<file path="config.mk">
export PLATFORM = sky130hd
export DESIGN_NAME = isp_frame_rx
export DESIGN_NICKNAME = d
export VERILOG_FILES = /design/src/rtl/isp_frame_pkg.sv /design/src/rtl/isp_sync.sv /design/src/rtl/isp_bit_shift.sv /design/src/rtl/isp_frame_ctl.sv /design/src/rtl/isp_echo_tx.sv /design/src/rtl/isp_frame_rx.sv
export SDC_FILE = /design/constraint.sdc
export NUM_CORES = 1
export LEC_CHECK = 0
export ABC_AREA = 1
export BUFFER_PORTS_ARGS = -buffer_cell sky130_fd_sc_hd__buf_2
export CAP_MARGIN = 40
export CORE_ASPECT_RATIO = 1.75
export CORE_UTILIZATION = 54
export CTS_CLUSTER_SIZE = 16
export DETAILED_ROUTE_END_ITERATION = 10
export PLACE_DENSITY = 0.74
export SLEW_MARGIN = 20
export SYNTH_ARGS = -nofsm -noshare
export SYNTH_HDL_FRONTEND = slang
export SYNTH_SLANG_ARGS = --single-unit
</file>
<file path="constraint.sdc">
create_clock -name clk -period 1.36 [get_ports clk]
set_clock_uncertainty 0.05 [all_clocks]
set_input_delay 0.204 -clock clk [delete_from_list [all_inputs] [get_ports clk]]
set_output_delay 0.204 -clock clk [all_outputs]
set_load 0.01 [all_outputs]
</file>
<file path="src/rtl/isp_frame_pkg.sv">
package isp_frame_pkg;
  parameter int unsigned DEF_BYTE_W      = 8;
  parameter int unsigned DEF_FRAME_BYTES = 4;
  parameter int unsigned DEF_SYNC_STAGES = 2;
  parameter int unsigned DEF_ECHO_SRC    = 1;
  parameter int unsigned DEF_ECHO_POS    = 2;
  parameter logic [7:0]  DEF_EN_B0       = 8'hAC;
  parameter logic [7:0]  DEF_EN_B1       = 8'h53;

  typedef struct packed {
    logic rise;
    logic fall;
  } sck_edge_t;
endpackage

</file>
<file path="src/rtl/isp_sync.sv">
module isp_sync #(
  parameter int unsigned W       = 1,
  parameter int unsigned STAGES  = 2,
  parameter logic [W-1:0] RST_VAL = '0
) (
  input  logic         clk,
  input  logic         rst_n,
  input  logic [W-1:0] d,
  output logic [W-1:0] q
);
  logic [STAGES-1:0][W-1:0] pipe;

  always_ff @(posedge clk or negedge rst_n) begin
    if (!rst_n) pipe <= {STAGES{RST_VAL}};
    else        pipe <= {pipe[STAGES-2:0], d};
  end

  assign q = pipe[STAGES-1];
endmodule

</file>
<file path="src/rtl/isp_bit_shift.sv">
module isp_bit_shift #(
  parameter int unsigned BYTE_W = 8,
  localparam int unsigned CW    = $clog2(BYTE_W)
) (
  input  logic              clk,
  input  logic              rst_n,
  input  logic              clr,
  input  logic              rise,
  input  logic              din,
  output logic [CW-1:0]     bit_cnt,
  output logic              byte_done,
  output logic [BYTE_W-1:0] byte_out
);
  logic [BYTE_W-1:0] sh;
  logic [BYTE_W-1:0] sh_nxt;

  assign sh_nxt = {sh[BYTE_W-2:0], din};

  always_ff @(posedge clk or negedge rst_n) begin
    if (!rst_n) begin
      sh        <= '0;
      bit_cnt   <= '0;
      byte_done <= 1'b0;
      byte_out  <= '0;
    end else begin
      byte_done <= 1'b0;
      if (clr) begin
        sh      <= '0;
        bit_cnt <= '0;
      end else if (rise) begin
        sh <= sh_nxt;
        if (bit_cnt == CW'(BYTE_W - 1)) begin
          bit_cnt   <= '0;
          byte_done <= 1'b1;
          byte_out  <= sh_nxt;
        end else begin
          bit_cnt <= bit_cnt + 1'b1;
        end
      end
    end
  end
endmodule

</file>
<file path="src/rtl/isp_frame_ctl.sv">
module isp_frame_ctl #(
  parameter int unsigned BYTE_W      = 8,
  parameter int unsigned FRAME_BYTES = 4,
  parameter int unsigned ECHO_SRC    = 1,
  parameter int unsigned ECHO_POS    = 2,
  parameter logic [BYTE_W-1:0] EN_B0 = 8'hAC,
  parameter logic [BYTE_W-1:0] EN_B1 = 8'h53,
  localparam int unsigned IW         = $clog2(FRAME_BYTES)
) (
  input  logic              clk,
  input  logic              rst_n,
  input  logic              clr,
  input  logic              byte_done,
  input  logic [BYTE_W-1:0] byte_in,
  output logic [IW-1:0]     byte_idx,
  output logic [BYTE_W-1:0] echo_val,
  output logic              echo_load,
  output logic              prog_en
);
  localparam logic [IW-1:0] LAST = IW'(FRAME_BYTES - 1);

  logic hdr0_ok, hdr1_ok;

  always_ff @(posedge clk or negedge rst_n) begin
    if (!rst_n) begin
      byte_idx  <= '0;
      echo_val  <= '0;
      echo_load <= 1'b0;
      hdr0_ok   <= 1'b0;
      hdr1_ok   <= 1'b0;
      prog_en   <= 1'b0;
    end else if (clr) begin
      byte_idx  <= '0;
      echo_load <= 1'b0;
      hdr0_ok   <= 1'b0;
      hdr1_ok   <= 1'b0;
      prog_en   <= 1'b0;
    end else begin
      echo_load <= 1'b0;
      if (byte_done) begin
        byte_idx <= (byte_idx == LAST) ? '0 : byte_idx + 1'b1;
        if (byte_idx == IW'(0))            hdr0_ok   <= (byte_in == EN_B0);
        if (byte_idx == IW'(1))            hdr1_ok   <= (byte_in == EN_B1);
        if (byte_idx == IW'(ECHO_SRC))     echo_val  <= byte_in;
        if (byte_idx == IW'(ECHO_POS - 1)) echo_load <= 1'b1;
        if (byte_idx == LAST && hdr0_ok && hdr1_ok) prog_en <= 1'b1;
      end
    end
  end
endmodule

</file>
<file path="src/rtl/isp_echo_tx.sv">
module isp_echo_tx #(
  parameter int unsigned BYTE_W = 8
) (
  input  logic              clk,
  input  logic              rst_n,
  input  logic              clr,
  input  logic              win,
  input  logic              load,
  input  logic [BYTE_W-1:0] load_val,
  input  logic              shift,
  output logic              miso
);
  logic [BYTE_W-1:0] sh;

  always_ff @(posedge clk or negedge rst_n) begin
    if (!rst_n)            sh <= '0;
    else if (clr || !win)  sh <= '0;
    else if (load)         sh <= load_val;
    else if (shift)        sh <= {sh[BYTE_W-2:0], 1'b0};
  end

  assign miso = sh[BYTE_W-1];
endmodule

</file>
<file path="src/rtl/isp_frame_rx.sv">
module isp_frame_rx
  import isp_frame_pkg::*;
#(
  parameter int unsigned BYTE_W      = DEF_BYTE_W,
  parameter int unsigned FRAME_BYTES = DEF_FRAME_BYTES,
  parameter int unsigned SYNC_STAGES = DEF_SYNC_STAGES,
  parameter int unsigned ECHO_SRC    = DEF_ECHO_SRC,
  parameter int unsigned ECHO_POS    = DEF_ECHO_POS,
  parameter logic [BYTE_W-1:0] EN_B0 = DEF_EN_B0,
  parameter logic [BYTE_W-1:0] EN_B1 = DEF_EN_B1
) (
  input  logic clk,
  input  logic rst_n,
  input  logic tgt_rst_n,
  input  logic sck,
  input  logic mosi,
  output logic miso,
  output logic prog_en
);
  localparam int unsigned CW = $clog2(BYTE_W);
  localparam int unsigned IW = $clog2(FRAME_BYTES);

  logic [2:0] raw_in, sync_out;
  logic       sck_s, mosi_s, tgt_rst_s, sck_prev;
  sck_edge_t  edg;
  logic       sess_act, clr;
  logic       sck_fall;

  logic [CW-1:0]     bit_cnt;
  logic              byte_done;
  logic [BYTE_W-1:0] byte_val;
  logic [IW-1:0]     byte_idx;
  logic [BYTE_W-1:0] echo_val;
  logic              echo_load;
  logic              echo_win;

  assign raw_in = {tgt_rst_n, mosi, sck};

  isp_sync #(.W(3), .STAGES(SYNC_STAGES), .RST_VAL(3'b100)) u_sync (
    .clk(clk), .rst_n(rst_n), .d(raw_in), .q(sync_out)
  );

  assign {tgt_rst_s, mosi_s, sck_s} = sync_out;

  always_ff @(posedge clk or negedge rst_n) begin
    if (!rst_n) sck_prev <= 1'b0;
    else        sck_prev <= sck_s;
  end

  assign edg.rise = sck_s & ~sck_prev;
  assign edg.fall = ~sck_s & sck_prev;
  assign sck_fall = edg.fall;
  assign sess_act = ~tgt_rst_s;
  assign clr      = ~sess_act;

  isp_bit_shift #(.BYTE_W(BYTE_W)) u_shift (
    .clk(clk), .rst_n(rst_n), .clr(clr), .rise(edg.rise), .din(mosi_s),
    .bit_cnt(bit_cnt), .byte_done(byte_done), .byte_out(byte_val)
  );

  isp_frame_ctl #(
    .BYTE_W(BYTE_W), .FRAME_BYTES(FRAME_BYTES), .ECHO_SRC(ECHO_SRC),
    .ECHO_POS(ECHO_POS), .EN_B0(EN_B0), .EN_B1(EN_B1)
  ) u_frame (
    .clk(clk), .rst_n(rst_n), .clr(clr), .byte_done(byte_done),
    .byte_in(byte_val), .byte_idx(byte_idx), .echo_val(echo_val),
    .echo_load(echo_load), .prog_en(prog_en)
  );

  assign echo_win = (byte_idx == IW'(ECHO_POS));

  isp_echo_tx #(.BYTE_W(BYTE_W)) u_echo (
    .clk(clk), .rst_n(rst_n), .clr(clr), .win(echo_win), .load(echo_load),
    .load_val(echo_val), .shift(sck_fall && (bit_cnt != '0)), .miso(miso)
  );
endmodule

</file>
Yosys cells after proc, flatten, opt, wreduce, memory -nomap -nowiden
Cells that the tools add are included.
{ "word_totals": {"reg_bits": 48, "input_bits": 5, "out_inout_bits": 2, "elab_cells": 71} }
{ "classes": {"add_sub_neg": 2, "eq_ne": 6, "mux": 26, "bitwise": 5, "reduce_logical": 18} }
{ "op_table": {"columns": ["cell", "n"], "rows": [
  ["2-to-1 mux 8 bit", 3],
  ["2-to-1 mux 1 bit", 15],
  ["2-to-1 mux 7 bit", 2],
  ["nonzero test 2 bit", 5],
  ["2-to-1 mux 3 bit", 3],
  ["equality test 8 x 7 -> 1 bit, second input constant", 1],
  ["equality test 8 bit, second input constant", 1],
  ["2-to-1 mux 2 bit", 3],
  ["AND reduction 2 bit", 3],
  ["AND reduction 3 bit", 2],
  ["nonzero test 3 bit", 2],
  ["equality test 2 bit, second input constant", 2],
  ["adder 3 x 1 -> 3 bit, second input constant", 1],
  ["equality test 3 bit, second input constant", 1],
  ["logical AND 1 bit", 3],
  ["NOT 1 bit", 3],
  ["adder 2 x 1 -> 2 bit, second input constant", 1],
  ["bitwise AND 1 bit", 2],
  ["equality test 2 x 1 -> 1 bit, second input constant", 1],
  ["logical NOT 2 bit", 1],
  ["logical NOT 1 bit", 1],
  ["logical OR 1 bit", 1]
]} }

Longest topological paths before layout
Gate-level depths: netlist of run 1.
{ "logic_depth": {"word_depth": 6, "depth_mapped": 8, "depth_no_buf": 7} }

Modules after synthesis
Synthesis of run 1 repeated with hierarchy kept, for this count alone.
{ "hier_totals": {"hier_cells": 243, "area_unflattened_um2": 2164.6} }
{ "by_module_without_submodules": {"columns": ["mod", "instances", "cells_per_inst", "area_each_um2", "seq_area_each_um2"], "rows": [
  ["isp_bit_shift", 1, 84, 789.5, 475.5],
  ["isp_frame_ctl", 1, 80, 686.9, 350.3],
  ["isp_echo_tx", 1, 61, 452.9, 200.2],
  ["isp_sync", 1, 9, 175.2, 152.6],
  ["isp_frame_rx", 1, 9, 60.1, 25.0]
]} }

Least setup slack after synthesis of run 1
Ideal clock, no wire load.
{ "synth_timing": {"path_kind": "register to register", "startpoint": "reg u_frame.byte_idx[0]", "endpoint": "reg u_echo.sh[7]", "setup_ps": 117, "arrival_time_ps": 1155, "required_time_ps": 1193, "slack_ps": 39, "path_stages_with_launch": 8, "n_path_buf": 0, "synth_period_minus_slack_ps": 1321, "path_cell_list": "dfrtp_1 -> inv_1 -> ha_1 -> nand2_8 -> nor2_8 -> nand2_4 -> nand2_1 -> nand2_1"} }
{ "synth_via": {"elab_chain_len": 4, "word_cells_on_any_way": 5, "cone_classes": "1 x eq/ne; 1 x mux; 3 x reduce/logical"} }
{ "synth_rtl": {"columns": ["item", "line_no", "text"], "rows": [
  ["from (decl)", "isp_frame_ctl.sv:15", "output logic [IW-1:0] byte_idx,"],
  ["from (signal assigned)", "isp_frame_ctl.sv:41", "byte_idx <= (byte_idx == LAST) ? '0 : byte_idx + 1'b1;"],
  ["equality test 2 bit *", "isp_frame_rx.sv:70", "assign echo_win = (byte_idx == IW'(ECHO_POS));"],
  ["logical NOT 1 bit *", "isp_echo_tx.sv:17", "else if (clr || !win) sh <= '0;"],
  ["logical OR 1 bit *", "isp_echo_tx.sv:17", null],
  ["nonzero test 3 bit (no source line) or 2-to-1 mux 8 bit (tied branches)", null, null],
  ["to (signal assigned)", "isp_echo_tx.sv:18", "else if (load) sh <= load_val;"],
  ["to (signal assigned)", "isp_echo_tx.sv:19", "else if (shift) sh <= {sh[BYTE_W-2:0], 1'b0};"],
  ["to (decl)", "isp_echo_tx.sv:13", "logic [BYTE_W-1:0] sh;"]
]} }
Every way passes the cells marked *; elsewhere a longest branch is shown, timed or not.
A chain may end at the register's enable or synchronous reset.

Worst setup path in the final report of run 1
{ "layout_timing": {"startpoint": "reg u_shift.bit_cnt[1]", "endpoint": "reg u_shift.byte_out[1]"} }
{ "layout_via": {"elab_chain_len": 2} }
{ "layout_rtl": {"columns": ["item", "line_no", "text"], "rows": [
  ["from (decl)", "isp_bit_shift.sv:10", "output logic [CW-1:0] bit_cnt,"],
  ["from (signal assigned)", "isp_bit_shift.sv:37", "bit_cnt <= bit_cnt + 1'b1;"],
  ["equality test 3 bit", "isp_bit_shift.sv:32", "if (bit_cnt == CW'(BYTE_W - 1)) begin"],
  ["AND reduction 3 bit (no source line)", null, null],
  ["to (signal assigned)", "isp_bit_shift.sv:35", "byte_out <= sh_nxt;"],
  ["to (decl)", "isp_bit_shift.sv:12", "output logic [BYTE_W-1:0] byte_out"]
]} }
Every way passes these cells.

==> results of run 1 <==
==> stage by stage <==
step | setup TNS [ns] | utilization [%]
2_1_floorplan | 0 | -
3_3_place_gp | -0.00289 | 61.0
5_1_grt | -0.137 | 69.2
6_report | 0 | 69.2
4_1_cts | 0 | 65.1
3_5_place_dp | -0.212 | 61.0
==> kinds of logic after synthesis <==
group,Yosys count,synth area share (%)
simple gates,142,30.3
compound gates,18,5.04
fa+ha+maj,7,4.05
flops,48,55.7
buf+inv,21,4.92
==> power groups by stage <==
stage          clock, mW  sequential (mW)  combinational (mW)
2_1_floorplan          0             1.48              0.0614
3_3_place_gp           0             1.49               0.117
3_5_place_dp           0             1.49               0.121
4_1_cts             1.02             1.46               0.134
5_1_grt             1.07             1.47               0.177
6_report           0.990             1.46               0.156
==> final cells by class <==
| class | instances | area (um^2) | share of cell area, % |
|---|---|---|---|
| clock buffers | 6 | 72.6 | 2.71 |
| clock inverters | 2 | 35.0 | 1.31 |
| inverters | 17 | 78.8 | 2.95 |
| multi-input cells | 167 | 935 | 34.9 |
| flip-flops and latches | 48 | 1200 | 45.0 |
| well taps | 48 | 60.1 | 2.25 |
| repair buffers | 30 | 290 | 10.9 |
==> routing by layer <==
metal	up-vias	share of wire (%)	global-route usage [%]
li1	807	-	-
met1	762	40	22.7
met2	13	57	42.0
met3	6	1.6	4.26
met4	0	1.6	7.79
met5	-	0	0
==> how the worst max path moves through the flow <==
stage / start / end / slack (ns) / cells past startpoint
after global placement: u_frame.byte_idx[0] / u_echo.sh[2] / -0.002 / 7
after floorplan: u_frame.byte_idx[0] / u_echo.sh[7] / 0.04 / 7
final: u_shift.bit_cnt[1] / u_shift.byte_out[1] / 0.04 / 7
after detailed placement: u_frame.byte_idx[0] / u_echo.sh[4] / -0.05 / 7
after global routing: u_frame.byte_idx[1] / u_frame.hdr1_ok / -0.03 / 7
after CTS: u_frame.byte_idx[0] / u_echo.sh[4] / 0.001 / 7
==> what timing repair did <==
action	CTS	global route
endpoints found under the hold margin	49	0
pin swaps	0	14
setup endpoints to repair	16	26
buffers inserted	0	6
hold buffers	4	0
resized for setup	4	25
==> sequential cells by signal, indices dropped and copies added, names as in the netlist <==
register,cells
u_shift.byte_done,1
u_frame.prog_en,1
u_frame.hdr0_ok,1
u_echo.sh,8
u_frame.echo_val,8
u_shift.byte_out,8
u_sync.pipe,3
sck_prev,1
u_frame.byte_idx,2
u_shift.bit_cnt,3
u_sync.q,3
u_frame.hdr1_ok,1
u_shift.sh,7
u_frame.echo_load,1
==> cell usage after synthesis (all sizes together) <==
cell type	instances	area (um^2)
dfstp	2	52.6
nand3	18	90.1
dfrtp	46	1150
nor3	1	16.3
nand2	108	447
a21oi	9	45.0
nand4	2	12.5
buf	4	35.0
o21ai	9	63.8
nor2	13	88.8
inv	17	71.3
ha	7	87.6
==> impl_metrics.ini, run 1 <==
[setup_path]
reg2reg_depth = 7
r2r-end = u_shift.byte_out[1]
crit_path_top_delay_cell = dfrtp_1
cp_top_family = flip-flops
required_ns = 1.55
r2r_start = u_shift.bit_cnt[1]
cpPeakStageDelay_ns = 0.38
arrival_ns = 1.51
critPathBufInv = 2
worstSetupEndpointType = flip-flop
critical_path_class = flip-flop to flip-flop
path_cells = ha_2, ha_4, inv_4, nor3_4, buf_6, nand2_2, nand2_1
crit_fanout = 8
ff2ff_setup_slack_ns = 0.04
worstSetupStartpointType = flip-flop

[placed_design]
placedCellCount = 300
place_ws_ns = -0.0457
dp_hpwl_mm = 2.93
place.gp.congestion = 0.738
post_dp_cell_area_mm2 = 0.00236
portBuffers = 6

[clock_network]
clockRootBuffer = clkbuf_8
cts_tree = yes
cts_num_sinks = 48
htreeDepth = 2
path_clk_slew_ns = 0.08
clk_latency_ns = 0.29
cts_made_buffers = 5
clk_path_buf_depth = 2

[power_and_ir_drop]
internal_power_mw = 2.06
power_leakage_nw = 1.34
p_total_mw = 2.61
pwr-share-clk_pct = 37.9
seqPwrFrac_pct = 56.1
switching_share_pct = 21.2
switchingPower_uw = 554
ir_drop_mv = 0.802
p_comb_share_pct = 6.0
power_per_cell_area_mw_per_mm2 = 975

[job]
drv_cap = 0

[yosys]
avgSynthCellArea_um2 = 9.16
yosys_warnings = 0
synthCells = 236
synth_seq_cells = 48
synth.distinct_cells = 22
syn_nets = 248
syn-cell-area_mm2 = 0.00216
yosysSeqAreaShare_pct = 55.7

[floorplanning]
dieWidth_um = 49.8
initial_core_util_pct = 55.9
fp.dieH_um = 85.7
core_area_mm2 = 0.00387
core.rowCount = 30
die-area_mm2 = 0.00427
io_pins = 7

[layout]
layout_commonest_cell = nand2_1
n_antenna_cell = 0
finalNetCount = 281
fill_cells = 317
final_cell_mix = nand2_1, dfrtp_1, nand3_1
drive_gt1_share_pct = 27.0
stdcell_area_mm2 = 0.00268
stdcell_count = 318
syn_to_final_growth_pct = 23.8

[hold_path]
whs_endpoint = u_sync.q[0]
holdPathStages = 0
hp-start = u_sync.pipe[0]
hold_path.class = flip-flop to flip-flop

[global_routing]
grt_max_degree = 32
grt_pass1_vias = 1575
grt_pass1_wl_mm = 6.93
grt.total_usage_pct = 21.9
antenna_found_initial = 0
overflow = 0

[drt]
avgViaCountPerCell = 4.99
vias = 1588
drtIter0Drc = 54
drc = 0
wl_mm = 4.08
drt-wirelength-per-cell_um = 12.8
drt-pass1-iter-count = 4
ant_nets = 0

[timing]
rsz0062_at_grt = true
slew_viol_final = 0
post-route-period-util_pct = 96.8
hold_ws_ns = 0.303
hold_viol_final = 0
period_needed_ns = 1.32
fmax_ghz = 0.759
worst_slack_ns = 0.0433
tightest_slew_ns = 0.389
finalSetupViolCount = 0
slew_headroom_pct = 74.1

[outcome]
outcome = finished clean
Power figures use the tool's default switching activity.
==> run 2: changes to the inputs <==
- CAP_MARGIN: 40 -> 30
- CORE_UTILIZATION: 54 -> 45
- PLACE_DENSITY: 0.74 -> 0.63
- SYNTH_HIERARCHICAL: unset -> 1
==> run 2 against run 1 <==
Wire length shrank 10%; global-route usage fell by 4.5 points; final cell count fell by 0.94%; worst setup slack gained 0.015 ns; die area up 20%; fmax rose by 1.1%; power is 7.1% lower; cell area down 8.0%; sequential cell count did not move; first-iteration DRC count is 78% lower; critical endpoint is now u_echo/sh[1]; largest cell class unchanged; highest routed layer unchanged.
==> impl_metrics.ini, run 2 <==
[timing]
finalSetupViolCount = 0
slew_headroom_pct = 70.4
hold_viol_final = 0
tightest_slew_ns = 0.444
post-route-period-util_pct = 95.7
fmax_ghz = 0.768
slew_viol_final = 0
period_needed_ns = 1.30
rsz0062_at_grt = true
hold_ws_ns = 0.307
fin_tns_setup_ns = 0

[power_and_ir_drop]
p_total_mw = 2.42
power_leakage_nw = 1.32
power_per_cell_area_mw_per_mm2 = 984
ir_drop_mv = 0.845

[hold_path]
hp-start = u_sync/pipe[1]
whs_endpoint = u_sync/q[1]
holdPathStages = 0
hold_path.class = flip-flop to flip-flop

[setup_path]
critPathBufInv = 1
r2r-end = u_echo/sh[1]
ff2ff_setup_slack_ns = 0.06
crit_path_top_delay_cell = dfrtp_1
worstSetupEndpointType = flip-flop
arrival_ns = 1.45
reg2reg_depth = 7
r2r_start = u_shift/bit_cnt[0]
worstSetupStartpointType = flip-flop
required_ns = 1.51
crit_fanout = 7
path_cells = buf_4, nor2_2, a21oi_4, nor2_8, nor2_8, nand2_1, nand2_1
cp_top_family = simple AND/OR/NAND/NOR gates
cpPeakStageDelay_ns = 0.39
critical_path_class = flip-flop to flip-flop

[placed_design]
dp_hpwl_mm = 2.57
placedCellCount = 301
portBuffers = 6
place.gp.congestion = 0.791

[yosys]
yosysMostFrequentCell = nand2_1
syn_nets = 253
yosysSeqAreaShare_pct = 55.6
yosys-top-cells-area = dfrtp_1, nand2_1, inv_1
async_flop_share_pct = 100
synthCells = 243
avgSynthCellArea_um2 = 8.91
yosys_most_used_dff = dfrtp_1
synth.top_cell.area_share_pct = 53.2
syn-cell-area_mm2 = 0.00216
yosys.area.top_type = dfrtp_1
synth_edf_count = 0
netlist_top_cells_count = nand2_1, dfrtp_1, inv_1
yosys_warnings = 6
synth.distinct_cells = 21
synth_seq_cells = 48

[floorplanning]
dieWidth_um = 54.4
die-area_mm2 = 0.00510
fp.dieH_um = 93.7
core.rowCount = 33
core_area_mm2 = 0.00467
io_pins = 7
initial_core_util_pct = 46.4

[job]
drv_cap = 0

[layout]
final_cell_mix = nand2_1, dfrtp_1, inv_1
syn_to_final_growth_pct = 13.8
finalNetCount = 272
n_antenna_cell = 0
drive_gt1_share_pct = 18.6
final_util_pct = 52.8
top_regs = u_echo/sh (8), u_frame/echo_val (8), u_shift/byte_out (8)
stdcell_count = 315
layout_commonest_cell = nand2_1

[global_routing]
grt_pass1_vias = 1482
antenna_found_initial = 0
grt_max_degree = 49
grt.total_usage_pct = 17.3
overflow = 0
grt_pass1_wl_mm = 6.32

[drt]
avgViaCountPerCell = 4.77
drt-pass1-iter-count = 4
drtIter0Drc = 12
wl_mm = 3.67
ant_nets = 0
drt-wirelength-per-cell_um = 11.7
vias = 1502
drc = 0

[outcome]
outcome = finished clean

[clock_network]
htreeDepth = 2
cts_made_buffers = 5
path_clk_slew_ns = 0.09
clk_latency_ns = 0.31
cts_tree = yes
clockRootBuffer = clkbuf_8
clk_path_buf_depth = 2
cts_num_sinks = 48
[run 2: changes by cell type in the layout (fill, tap and decap cells not counted), moves of 3 or more]
cell     delta
a21oi_1     -7
buf_12      -3
buf_4       -7
inv_1       +7
nand2_1    +17
nand2_2    -10
nand3_1     -6
nand4_1     +7
nor2_4      +3
[run 2: worst max path at each step]
stage | cells after the start | to | startpoint | slack, ns
floorplan | 8 | u_frame/echo_val[6] | u_frame/byte_idx[1] | 0.10
global placement | 6 | u_shift/bit_cnt[2] | sck_prev | 0.04
detailed placement | 5 | u_shift/byte_out[4] | u_shift/bit_cnt[1] | -0.03
CTS | 6 | u_shift/bit_cnt[2] | sck_prev | 0.009
global route | 5 | u_shift/byte_out[4] | u_shift/bit_cnt[1] | -0.009
finish | 7 | u_echo/sh[1] | u_shift/bit_cnt[0] | 0.06
[run 2: logic make-up after synthesis]
kind of cell | Yosys count | synth area share [%]
compound gates | 11 | 3.93
fa+ha+maj | 5 | 2.89
buf+inv | 29 | 6.65
flops | 48 | 55.6
simple gates | 150 | 30.9
[run 2: layout make-up]
| cell class | instances | area [um^2] |
|---|---|---|
| clock buffer | 5 | 68.8 |
| clock inverter | 3 | 22.5 |
| timing repair buffer | 18 | 155 |
| inverter | 22 | 87.6 |
| sequential | 48 | 1200 |
| tap | 52 | 65.1 |
| multi-input combinational | 167 | 860 |
| fill | 447 | 2200 |
[run 2: metal layers]
metal / global-route usage (%) / part of all wire, % / wire, um / vias to the layer above
met5: 0 / 0 / 0 / -
met4: 7.69 / 2.2 / 80 / 0
met3: 4.37 / 2.2 / 80 / 6
met2: 30.1 / 55 / 2020 / 13
met1: 18.8 / 41 / 1490 / 685
li1: - / - / - / 798
[run 2: repair_timing]
action | in CTS | in global routing
resized for setup | 1 | 9
pin swaps | 0 | 2
buffers inserted | 0 | 1
endpoints found under the setup margin | 8 | 33
cloned | 0 | 1
endpoints found under the hold margin | 49 | 0
hold buffers | 4 | 0
[run 2: through the flow]
stage          area [um^2]  setup WS [ns]
2_1_floorplan         2160          0.101
3_3_place_gp          2280         0.0368
3_5_place_dp          2280        -0.0296
4_1_cts               2410        0.00907
5_1_grt               2460       -0.00906
6_report              2460         0.0580
[run 2: report_power, final]
part           switching (mW)  leakage, nW  internal (mW)
sequential             0.0136        0.651           1.44
combinational          0.0727        0.625         0.0432
clock                   0.482       0.0485          0.368
==> run 3: changes to the inputs <==
- PLACE_DENSITY: 0.63 -> 0.61
- clock period: 1.36 -> 1.6 ns (I/O delays scaled with it)
==> run 3 against run 2 <==
Register-to-register slack better by 0.14 ns; highest routed layer unchanged; die area stayed put; worst setup slack improved by 0.14 ns; worst hold slack worse by 0.0034 ns; largest power group unchanged; largest cell class unchanged.
==> impl_metrics.ini, run 3 (same netlist as run 2, synthesis figures left out) <==
[clock_network]
htreeDepth = 2
post_cts_buffers = 0
clk_latency_ns = 0.29
hold_buffers = 4
path_clk_slew_ns = 0.09
clk_path_buf_depth = 2
clockRootBuffer = clkbuf_8
cts_made_buffers = 5
cts_tree = yes
ctsResizeCount = 0
cts_num_sinks = 48

[global_routing]
antenna_found_initial = 0
overflow = 0
top_usage_layer = met2
use_met2_pct = 29.9
grt.total_usage_pct = 16.8
grt_pass1_vias = 1491
met3_usage_pct = 3.40
grt_max_degree = 25
met1_usage_pct = 18.0
grt_pass1_wl_mm = 6.21

[drt]
drtIter0Drc = 15
ant_nets = 0
drt-wirelength-per-cell_um = 11.5
wl_mm = 3.55
drc = 0
avgViaCountPerCell = 4.76
vias = 1470
drt-pass1-iter-count = 4

[timing]
worst_slack_ns = 0.195
hold_ws_ns = 0.304
slew_viol_final = 0
fmax_ghz = 0.712
period_needed_ns = 1.41
slew_headroom_pct = 70.9
finalSetupViolCount = 0
fin_tns_setup_ns = 0
hold_viol_final = 0
tightest_slew_ns = 0.436
post-route-period-util_pct = 87.8
rsz0062_at_grt = false

[setup_path]
crit_path_top_delay_cell = dfrtp_1
r2r-end = u_shift/byte_out[6]
arrival_ns = 1.55
worstSetupEndpointType = flip-flop
cpPeakStageDelay_ns = 0.41
ff2ff_setup_slack_ns = 0.19
crit_start = u_shift/bit_cnt[0]
critical_path_class = flip-flop to flip-flop
crit_fanout = 10
worstSetupStartpointType = flip-flop
reg2reg_depth = 5
path_cells = ha_1, ha_1, nand3_4, nand2_1, nand2_1
required_ns = 1.74
crit_path_end = u_shift/byte_out[6]
r2r_start = u_shift/bit_cnt[0]

[power_and_ir_drop]
ir_drop_mv = 0.548
power_leakage_nw = 1.29
p_total_mw = 2.20
power_per_cell_area_mw_per_mm2 = 921

[placed_design]
portBuffers = 6
post_dp_cell_area_mm2 = 0.00223
dp_hpwl_mm = 2.61
place.gp.congestion = 0.739
placedCellCount = 297
place_ws_ns = 0.207

[layout]
n_antenna_cell = 0
layout_commonest_cell = nand2_1
final_cell_mix = nand2_1, dfrtp_1, inv_1
drive_gt1_share_pct = 15.2
final_util_pct = 51.2
finalNetCount = 266
top_regs = u_echo/sh (8), u_frame/echo_val (8), u_shift/byte_out (8)
stdcell_area_mm2 = 0.00239
stdcell_count = 309
syn_to_final_growth_pct = 10.3

[floorplanning]
fp.dieH_um = 93.7
dieWidth_um = 54.4
initial_core_util_pct = 46.4
io_pins = 7
core_area_mm2 = 0.00467
die-area_mm2 = 0.00510
core.rowCount = 33

[outcome]
outcome = finished clean

[hold_path]
hold_path.class = flip-flop to flip-flop
holdPathStages = 0

[job]
drv_cap = 0
[run 3: where the power goes]
| group | total [mW] | switching, mW | internal (mW) | leakage, nW |
|---|---|---|---|---|
| Sequential | 1.24 | 0.0135 | 1.23 | 0.651 |
| Clock | 0.874 | 0.404 | 0.471 | 0.0548 |
| Combinational | 0.0837 | 0.0560 | 0.0278 | 0.589 |
| Total | 2.20 | 0.473 | 1.73 | 1.29 |
[run 3: how the worst min path moves through the flow]
stage,from,end,slack [ns]
floorplan,rst_n,sck_prev,-0.11
global placement,rst_n,u_frame/echo_val[5],0.14
detailed placement,rst_n,u_frame/echo_val[5],0.14
CTS,u_sync/pipe[0],u_sync/q[0],0.31
global route,u_sync/pipe[0],u_sync/q[0],0.32
finish,u_sync/pipe[0],u_sync/q[0],0.30
[run 3: final cells by class]
class	instances	area, um^2
fillers	438	2280
clock buffers	5	68.8
multi-input cells	166	817
inverters	22	82.6
clock inverters	3	46.3
well taps	52	65.1
repair buffers	13	105
flip-flops and latches	48	1200
[run 3: per-layer routing]
metal	share of wire [%]	routed length (um)	vias up
met4	2.0	70	0
li1	-	-	772
met1	41	1470	678
met2	55	1960	13
met5	0	0	-
met3	1.7	60	7
[run 3: critical path, delay by kind of cell, from the launching register on]
family	cells	cell delay, ns
adders and majority gates	2	0.53
DFF	1	0.41
and+or+nand+nor	3	0.31
